--- src/rtl/dag_pkg.sv ---
package dag_pkg;

    localparam int NUM_PTR = 4;
    localparam int PTR_W   = $clog2(NUM_PTR);
    localparam int SEL_W   = $clog2(NUM_PTR + 5);

    // register select codes: pointers first, then the remaining registers
    localparam logic [SEL_W-1:0] SEL_STEPJ = SEL_W'(NUM_PTR);
    localparam logic [SEL_W-1:0] SEL_STEPK = SEL_W'(NUM_PTR + 1);
    localparam logic [SEL_W-1:0] SEL_BASE  = SEL_W'(NUM_PTR + 2);
    localparam logic [SEL_W-1:0] SEL_LO    = SEL_W'(NUM_PTR + 3);
    localparam logic [SEL_W-1:0] SEL_HI    = SEL_W'(NUM_PTR + 4);

    typedef enum logic [1:0] {
        MODE_IND  = 2'd0,
        MODE_DIR  = 2'd1,
        MODE_CMP  = 2'd2,
        MODE_NONE = 2'd3
    } acc_mode_e;

    localparam logic [2:0] STEP_HOLD = 3'd0;
    localparam logic [2:0] STEP_INC  = 3'd1;
    localparam logic [2:0] STEP_DEC  = 3'd2;
    localparam logic [2:0] STEP_J    = 3'd3;
    localparam logic [2:0] STEP_INC2 = 3'd4;
    localparam logic [2:0] STEP_K    = 3'd5;

endpackage

--- src/rtl/dag_short_ext.sv ---
module dag_short_ext #(
    parameter int DATA_W  = 16,
    parameter int SHORT_W = 9
) (
    input  logic [SHORT_W-1:0] imm,
    input  logic               sign_en,
    output logic [DATA_W-1:0]  value
);
    localparam int FILL_W = DATA_W - SHORT_W;

    logic fill_bit;

    always_comb begin
        fill_bit = sign_en & imm[SHORT_W-1];
        value    = {{FILL_W{fill_bit}}, imm};
    end
endmodule

--- src/rtl/dag_step.sv ---
module dag_step
    import dag_pkg::*;
#(
    parameter int DATA_W = 16
) (
    input  logic [DATA_W-1:0] cur,
    input  logic [2:0]        code,
    input  logic              compound,
    input  logic [DATA_W-1:0] step_j,
    input  logic [DATA_W-1:0] step_k,
    input  logic [DATA_W-1:0] bound_lo,
    input  logic [DATA_W-1:0] bound_hi,
    output logic [DATA_W-1:0] nxt
);
    logic [DATA_W-1:0] delta;
    logic              circ_on;
    logic              wrap_hit;

    always_comb begin
        delta = '0;
        case (code)
            STEP_INC:  delta = DATA_W'(1);
            STEP_DEC:  delta = '1;
            STEP_J:    delta = step_j;
            STEP_INC2: delta = compound ? DATA_W'(2) : '0;
            STEP_K:    delta = compound ? step_k : '0;
            default:   delta = '0;
        endcase
        circ_on  = (bound_hi != '0);
        wrap_hit = circ_on && (code == STEP_INC) && (cur == bound_hi);
        nxt      = wrap_hit ? bound_lo : cur + delta;
    end
endmodule

--- src/rtl/dag_ea.sv ---
module dag_ea
    import dag_pkg::*;
#(
    parameter int DATA_W = 16,
    parameter int OFF_W  = 5
) (
    input  logic              req_valid,
    input  logic [1:0]        mode,
    input  logic [DATA_W-1:0] ptr_val,
    input  logic [DATA_W-1:0] base_val,
    input  logic [OFF_W-1:0]  offset,
    output logic              valid,
    output logic [DATA_W-1:0] addr
);
    always_comb begin
        valid = req_valid && (mode != MODE_NONE);
        if (mode == MODE_DIR) begin
            addr = {base_val[DATA_W-1:OFF_W], offset};
        end else begin
            addr = ptr_val;
        end
    end
endmodule

--- src/rtl/dag_unit.sv ---
module dag_unit
    import dag_pkg::*;
#(
    parameter int DATA_W  = 16,
    parameter int SHORT_W = 9,
    parameter int OFF_W   = 5
) (
    input  logic                clk,
    input  logic                rst_n,
    input  logic                wr_en,
    input  logic                wr_short,
    input  logic [SEL_W-1:0]    wr_sel,
    input  logic [DATA_W-1:0]   wr_data,
    input  logic [SEL_W-1:0]    rd_sel,
    output logic [DATA_W-1:0]   rd_data,
    input  logic                req_valid,
    input  logic [1:0]          req_mode,
    input  logic [PTR_W-1:0]    req_ptr,
    input  logic [2:0]          req_mod,
    input  logic [OFF_W-1:0]    req_offset,
    output logic                addr_valid,
    output logic [DATA_W-1:0]   addr_out
);
    typedef struct packed {
        logic [NUM_PTR-1:0][DATA_W-1:0] ptr;
        logic [DATA_W-1:0]              sj;
        logic [DATA_W-1:0]              sk;
        logic [DATA_W-1:0]              base;
        logic [DATA_W-1:0]              lo;
        logic [DATA_W-1:0]              hi;
    } dag_state_t;

    dag_state_t st_d, st_q;

    logic [DATA_W-1:0] ptr_cur;
    logic [DATA_W-1:0] ptr_nxt;
    logic [DATA_W-1:0] short_val;
    logic [DATA_W-1:0] wr_val;
    logic              sext_sel;
    logic              ptr_step_en;
    logic              wr_is_ptr;

    assign ptr_cur = st_q.ptr[req_ptr];

    dag_short_ext #(.DATA_W(DATA_W), .SHORT_W(SHORT_W)) u_ext (
        .imm     (wr_data[SHORT_W-1:0]),
        .sign_en (sext_sel),
        .value   (short_val)
    );

    dag_step #(.DATA_W(DATA_W)) u_step (
        .cur      (ptr_cur),
        .code     (req_mod),
        .compound (req_mode == MODE_CMP),
        .step_j   (st_q.sj),
        .step_k   (st_q.sk),
        .bound_lo (st_q.lo),
        .bound_hi (st_q.hi),
        .nxt      (ptr_nxt)
    );

    dag_ea #(.DATA_W(DATA_W), .OFF_W(OFF_W)) u_ea (
        .req_valid (req_valid),
        .mode      (req_mode),
        .ptr_val   (ptr_cur),
        .base_val  (st_q.base),
        .offset    (req_offset),
        .valid     (addr_valid),
        .addr      (addr_out)
    );

    always_comb begin
        sext_sel    = (wr_sel == SEL_STEPJ) || (wr_sel == SEL_STEPK);
        wr_val      = wr_short ? short_val : wr_data;
        wr_is_ptr   = wr_sel < SEL_W'(NUM_PTR);
        ptr_step_en = req_valid && ((req_mode == MODE_IND) || (req_mode == MODE_CMP));

        st_d = st_q;
        // post-step first, so that a write below overrides it
        if (ptr_step_en) begin
            st_d.ptr[req_ptr] = ptr_nxt;
        end
        if (wr_en) begin
            if (wr_is_ptr) begin
                st_d.ptr[wr_sel[PTR_W-1:0]] = wr_val;
            end else begin
                case (wr_sel)
                    SEL_STEPJ: st_d.sj = wr_val;
                    SEL_STEPK: st_d.sk = wr_val;
                    SEL_BASE:  if (!wr_short) st_d.base = wr_data;
                    SEL_LO:    st_d.lo = wr_val;
                    SEL_HI:    st_d.hi = wr_val;
                    default:   ;
                endcase
            end
        end
    end

    always_ff @(posedge clk or negedge rst_n) begin
        if (!rst_n) begin
            st_q <= '0;
        end else begin
            st_q <= st_d;
        end
    end

    always_comb begin
        rd_data = '0;
        if (rd_sel < SEL_W'(NUM_PTR)) begin
            rd_data = st_q.ptr[rd_sel[PTR_W-1:0]];
        end else begin
            case (rd_sel)
                SEL_STEPJ: rd_data = st_q.sj;
                SEL_STEPK: rd_data = st_q.sk;
                SEL_BASE:  rd_data = st_q.base;
                SEL_LO:    rd_data = st_q.lo;
                SEL_HI:    rd_data = st_q.hi;
                default:   rd_data = '0;
            endcase
        end
    end

    // a short load of the base register leaves it untouched
    assert_base_short_ignored_R4: assert property (@(posedge clk) disable iff (!rst_n)
        (wr_en && wr_short && wr_sel == SEL_BASE) |=> (st_q.base == $past(st_q.base)));

    // a short load of step J sign-extends from bit SHORT_W-1
    assert_stepj_sext_R3: assert property (@(posedge clk) disable iff (!rst_n)
        (wr_en && wr_short && wr_sel == SEL_STEPJ)
        |=> (st_q.sj[DATA_W-1:SHORT_W] == {(DATA_W-SHORT_W){st_q.sj[SHORT_W-1]}}));

    // a full write to a pointer wins over any step in the same cycle
    assert_write_wins_R10: assert property (@(posedge clk) disable iff (!rst_n)
        (wr_en && !wr_short && wr_sel == SEL_W'(0)) |=> (st_q.ptr[0] == $past(wr_data)));

    // a direct access without a write leaves every pointer as it was
    assert_direct_holds_ptrs_R8: assert property (@(posedge clk) disable iff (!rst_n)
        (req_valid && req_mode == MODE_DIR && !wr_en) |=> $stable(st_q.ptr));

    // a +1 step from the upper bound lands on the lower bound
    assert_circular_wrap_R9: assert property (@(posedge clk) disable iff (!rst_n)
        (req_valid && req_mode == MODE_IND && req_mod == STEP_INC && st_q.hi != '0
         && ptr_cur == st_q.hi && !wr_en)
        |=> (st_q.ptr[$past(req_ptr)] == $past(st_q.lo)));

    // no access is flagged while no request is offered
    assert_idle_no_access_R11: assert property (@(posedge clk) disable iff (!rst_n)
        !req_valid |-> !addr_valid);

    // an idle cycle without a write keeps the pointers
    assert_idle_holds_ptrs_R11: assert property (@(posedge clk) disable iff (!rst_n)
        (!req_valid && !wr_en) |=> $stable(st_q.ptr));

endmodule

--- config.mk ---
export PLATFORM = sky130hd
export DESIGN_NAME = dag_unit
export DESIGN_NICKNAME = d
export VERILOG_FILES = /design/src/rtl/dag_pkg.sv /design/src/rtl/dag_short_ext.sv /design/src/rtl/dag_step.sv /design/src/rtl/dag_ea.sv /design/src/rtl/dag_unit.sv
export SDC_FILE = /design/constraint.sdc
export NUM_CORES = 1
export LEC_CHECK = 0
export ABC_CLOCK_PERIOD_IN_PS = 7460
export BUFFER_PORTS_ARGS = -buffer_cell sky130_fd_sc_hd__buf_2
export CAP_MARGIN = 5
export CORE_ASPECT_RATIO = 1.5
export CORE_MARGIN = 2
export CORE_UTILIZATION = 55
export DETAILED_ROUTE_END_ITERATION = 12
export GPL_TIMING_DRIVEN = 0
export PLACE_DENSITY = 0.81
export SLEW_MARGIN = 20
export SYNTH_ARGS = -nofsm -noshare
export SYNTH_HDL_FRONTEND = slang
export SYNTH_SLANG_ARGS = --single-unit
--- constraint.sdc ---
create_clock -name clk -period 7.46 [get_ports clk]
set_input_delay 0.373 -clock clk [delete_from_list [all_inputs] [get_ports clk]]
set_output_delay 0.373 -clock clk [all_outputs]
set_load 0.005 [all_outputs]
Yosys cells after proc, flatten, opt, wreduce, memory -nomap -nowiden
Index checks and enable logic that the tools add are counted.
{ "word_totals": {"register_bits": 144, "latchBits": 0, "ramBits": 0, "mem_bits_ro": 0, "inputBits": 41, "output_inout_bits": 33, "wordCells": 82, "n_memories": 0} }
{ "op_classes": {"n_addsub": 1, "mul": 0, "n_div": 0, "magnitude_cmp": 7, "eq_ne": 19, "n_shift": 0, "mux": 28, "n_bitwise": 3, "reduce_logical": 15} }
{ "op_table": {"columns": ["cell", "count"], "rows": [
  ["16-bit 2-to-1 mux", 15],
  ["16-bit one-hot mux with 5 select lines", 2],
  ["144-bit 2-to-1 mux", 1],
  ["64-bit bitwise mux", 2],
  ["64-bit 2-to-1 mux", 2],
  ["80-bit 2-to-1 mux", 1],
  ["16-bit binary-select mux with 2-bit select", 2],
  ["16-bit demux with 2-bit select", 2],
  ["4-bit by 3-bit == test with 1-bit output (second input constant)", 8],
  ["16-bit adder", 1],
  ["16-bit == test", 1],
  ["16-bit nonzero test", 1],
  ["3-bit AND reduction", 4],
  ["2-bit by 3-bit < comparator with 1-bit output (second input constant)", 3],
  ["4-bit == test (second input constant)", 2],
  ["4-bit by 3-bit < comparator with 1-bit output (second input constant)", 2],
  ["3-bit by 2-bit == test with 1-bit output (second input constant)", 2],
  ["3-bit == test (second input constant)", 2],
  ["1-bit logical AND", 6],
  ["2-bit by 1-bit >= comparator with 1-bit output (second input constant)", 2],
  ["4-bit AND reduction", 1],
  ["3-bit by 1-bit == test with 1-bit output (second input constant)", 1],
  ["2-bit by 1-bit == test with 1-bit output (second input constant)", 1],
  ["2-bit == test (second input constant)", 1],
  ["6 further kinds", 8]
]} }

Depth between registers and ports, before layout
{ "depth": {"ltp_word": 10, "ltp_mapped": 15, "ltp_nobuf": 14} }

Cells and area by module
From an unflattened synthesis, not the netlist that was laid out.
{ "unflattened": {"cells_unflattened": 823, "area_unflattened_um2": 9924.5} }
{ "by_module_without_submodules": {"columns": ["mod", "instances", "cells_each", "area_per_inst_um2", "seq_area_each_um2"], "rows": [
  ["dag_unit", 1, 579, 8096.5, 3603.5],
  ["dag_step", 1, 207, 1431.4, 0.0],
  ["dag_ea", 1, 20, 270.3, 0.0],
  ["dag_short_ext", 1, 17, 126.4, 0.0]
]} }

Worst setup path after synthesis
OpenSTA, ideal clock, no wires.
{ "synth_timing": {"kind": "in2reg", "start": "in req_mode[0]", "end": "reg st_q[110] (netlist name)", "setup_ns": 0.111, "arrival_ns": 3.272, "required_ns": 7.349, "setup_slack_ns": 4.077, "path_stages": 15, "n_path_buf": 2, "cell_sequence": "nor3b_1 -> and3_1 -> clkbuf_1 -> clkbuf_1 -> nand2_1 -> nand2_1 -> ha_1 -> a2111oi_0 -> inv_1 -> o21ai_0 -> a21boi_1 -> a221oi_1 -> xnor2_1 -> mux2i_1 -> a222oi_1"} }
{ "synth_lines": {"columns": ["item", "line_no", "text"], "rows": [
  ["start: declaration", "dag_unit.sv:17", "input logic [1:0] req_mode,"],
  ["end signal: assignment", "dag_unit.sv:103", "st_q <= st_d;"],
  ["end: declaration", "dag_unit.sv:33", "dag_state_t st_d, st_q;"]
]} }

==> flow_summary.json <==
{
  "min-delay-path-class": "primary input to register",
  "largest_register_ff_count": 144,
  "die_y_um": 158,
  "synth_edf_count": 0,
  "synthFlopType": "dfrtp_1",
  "grtUsageTotal_pct": 38.2,
  "fin_setup_tns_ns": 0,
  "dp_hpwl_um": 21800,
  "path_cells": "buf_2 -> nor3b_1 -> and3_1 -> clkbuf_1 -> clkbuf_1 -> nand2_1 -> nand2_1 -> ha_1 -> a2111oi_0 -> inv_1 -> o21ai_0 -> a21boi_1 -> a221oi_1 -> xnor2_1 -> mux2i_1 -> a222oi_1",
  "path_clk_slew_ns": 0.06,
  "synth_xor_xnor_area_share_pct": 3.28,
  "r2r_cells": 12,
  "hold-path-cell-count": 2,
  "synthesis.area_mm2": 0.00866,
  "antenna_found_initial": 0,
  "synthMuxAreaShare_pct": 19.8,
  "worst_ep_arrival_time_ns": 4.99,
  "synth.largest_area_cell": "dfrtp_1",
  "tightest_slew_ns": 1.03,
  "multiInputGateArea_mm2": 0.00479,
  "max_slew_margin_pct": 31.2,
  "gp_congestion": 1.06,
  "syn_nets": 886,
  "fillers": 1284,
  "r2r-end": "st_q[110]",
  "critPathKind": "primary input to register",
  "ir_drop_v": 0.000157,
  "grt_pass1_wl_um": 46800,
  "wl_um": 31000,
  "io_pins": 74,
  "numPortBuffers": 60,
  "fmax_ghz": 0.214,
  "min_from": "wr_data[10]",
  "cts_buffers": 17,
  "drc": 0,
  "via_per_inst": 7.11,
  "synth_compound_area_share_pct": 18.6,
  "maxCapViolations": 0,
  "min_period_ns": 4.68,
  "yosys.area_share.adder_pct": 2.40,
  "overflow": 0,
  "grt_max_degree": 74,
  "area_growth_pct": 14.2,
  "synth-seq-area-share_pct": 41.6,
  "core_area_mm2": 0.0156,
  "drtAntennaViolNets": 0,
  "final.period_utilization_pct": 62.7,
  "nNetsFinal": 968,
  "power_density_mw_per_mm2": 335,
  "wire_per_inst_um": 27.5,
  "hold_ws_ns": 0.201,
  "via_count": 8012,
  "fin_skew_ns": 0.0102,
  "synthDistinctLibCells": 59,
  "mostFrequentLayoutCell": "dfrtp_1",
  "h-tree-depth": 4,
  "timing.rr.start": "st_q[128]",
  "cp-start-kind": "primary input",
  "yosys.area_share.simple_pct": 11.2,
  "ys_top_cells_by_area": "dfrtp_1 (42%), mux2_2 (9.0%), mux4_2 (7.0%)",
  "regMostFlops": "st_q",
  "worst_path_max_delay_cell": "clkbuf_1",
  "required_ns": 7.77,
  "cts_sinks": 144,
  "max_stage_delay_ns": 0.58,
  "setup_viol": 0,
  "yosysTopAreaCellShare_pct": 41.6,
  "synth_top_family_by_area": "multiplexers",
  "final_cell_mix": "dfrtp_1 (144), nand2_1 (86), mux2_2 (69)",
  "post-cts-setup-buffers": 0,
  "leakagePower_nw": 4.36,
  "synthCells": 829,
  "first_pass_iters": 6,
  "grt_setup_unrepaired": "false",
  "status": "finished clean",
  "yosysWarnings": 0,
  "synthArstFlopShare_pct": 100,
  "slew_violations": 0,
  "endpoint_kind": "register",
  "synth_seq_cells": 144,
  "worstSkewPairLatency_ns": 0.43,
  "cts_tree": "built",
  "biggestRegsByFlops": "st_q x144",
  "ff2ff_setup_slack_ns": 3.57,
  "avgSynthCellArea_um2": 10.5,
  "die_x_um": 106,
  "grt_pass1_vias": 7890,
  "holdPathEnd": "st_q[42]",
  "path_max_fanout": 10,
  "drive_gt1_share_pct": 22.7,
  "cts_buffer_depth": 2,
  "die_area_mm2": 0.0168,
  "hold_violations": 0,
  "sequential_cell_area_mm2": 0.00360,
  "rows": 56,
  "diodes": 0,
  "drtIter0Drc": 1239,
  "start_util_pct": 55.7,
  "cts_root_buf": "clkbuf_16"
}
==> worst max-delay path by stage <==
stage,start,end,slack (ns),cells after the start
2_1_floorplan,req_mode[0],st_q[110],4.08,15
6_report,req_mod[1],st_q[110],2.78,16
3_5_place_dp,req_mod[1],st_q[110],2.54,16
4_1_cts,req_mod[1],st_q[110],2.97,16
3_3_place_gp,req_mod[1],st_q[110],2.67,16
5_1_grt,req_mod[1],st_q[110],2.57,16
==> per-stage QoR <==
stage               utilization [%]  power [mW]  instances  instance area, um2  worst slack (ns)
floorplan                         -        1.97        829                8660              4.08
global placement               59.3        2.32       1092                9220              2.67
detailed placement             59.6        2.36       1094                9270              2.54
CTS                            63.6        3.26       1127                9890              2.97
global route                   63.6        3.44       1127                9890              2.57
finish                         63.6        3.31       1127                9890              2.78
==> synthesized netlist by cell type (9+ instances only) <==
cell type  instances
nand2_1           86
nand3_1           18
clkbuf_1          42
mux4_2            27
a21oi_1           33
mux2_2            69
ha_1              15
inv_1              9
a22oi_1           57
nor2_1            38
a222oi_1          13
buf_1             13
o21ai_0           45
xnor2_1           19
nor2b_1           10
o21ai_1           41
dfrtp_1          144
nor3_1             9
o221ai_1          12
mux2i_1           27
==> metal layers <==
metal / up-vias / wire length (um) / track usage [%]
met4: 0 / 2850 / 31.8
met5: - / 0 / 0
met2: 700 / 14500 / 60.9
met1: 3793 / 10400 / 44.6
li1: 3309 / - / -
met3: 210 / 3250 / 7.12
==> report_power, final <==
group	internal [mW]	switching [mW]	leakage (nW)
Combinational	0.536	0.646	2.26
Clock	0.547	0.351	0.294
Sequential	1.02	0.214	1.80
==> critical path: cells and delay by family <==
| kind | cells | cell delay [ns] |
|---|---|---|
| compound gates | 5 | 1.75 |
| buf+inv | 4 | 1.11 |
| simple gates | 4 | 0.94 |
| fa+ha+maj | 1 | 0.31 |
| mux | 1 | 0.26 |
| xor+xnor | 1 | 0.23 |
==> logic make-up (layout without fill, tap and decap cells) <==
logic type / Yosys count / after routing
compound gates: 241 / 241
xor+xnor: 29 / 29
fa+ha+maj: 16 / 16
buf+inv: 70 / 165
flops: 144 / 144
mux: 126 / 126
simple gates: 203 / 203
==> timing repair <==
item,CTS,global route
hold endpoints to repair,72,0
gates resized for setup,0,0
hold buffers,1,0
==> final cells by class <==
type | count | area share, %
tap | 203 | 2.57
sequential | 144 | 36.4
clock buffer | 21 | 4.65
buffer | 61 | 2.47
clock inverter | 11 | 1.56
timing repair buffer | 63 | 3.59
multi-input combinational | 615 | 48.4
inverter | 9 | 0.341
Note: power is estimated with default switching activity, not from simulation.
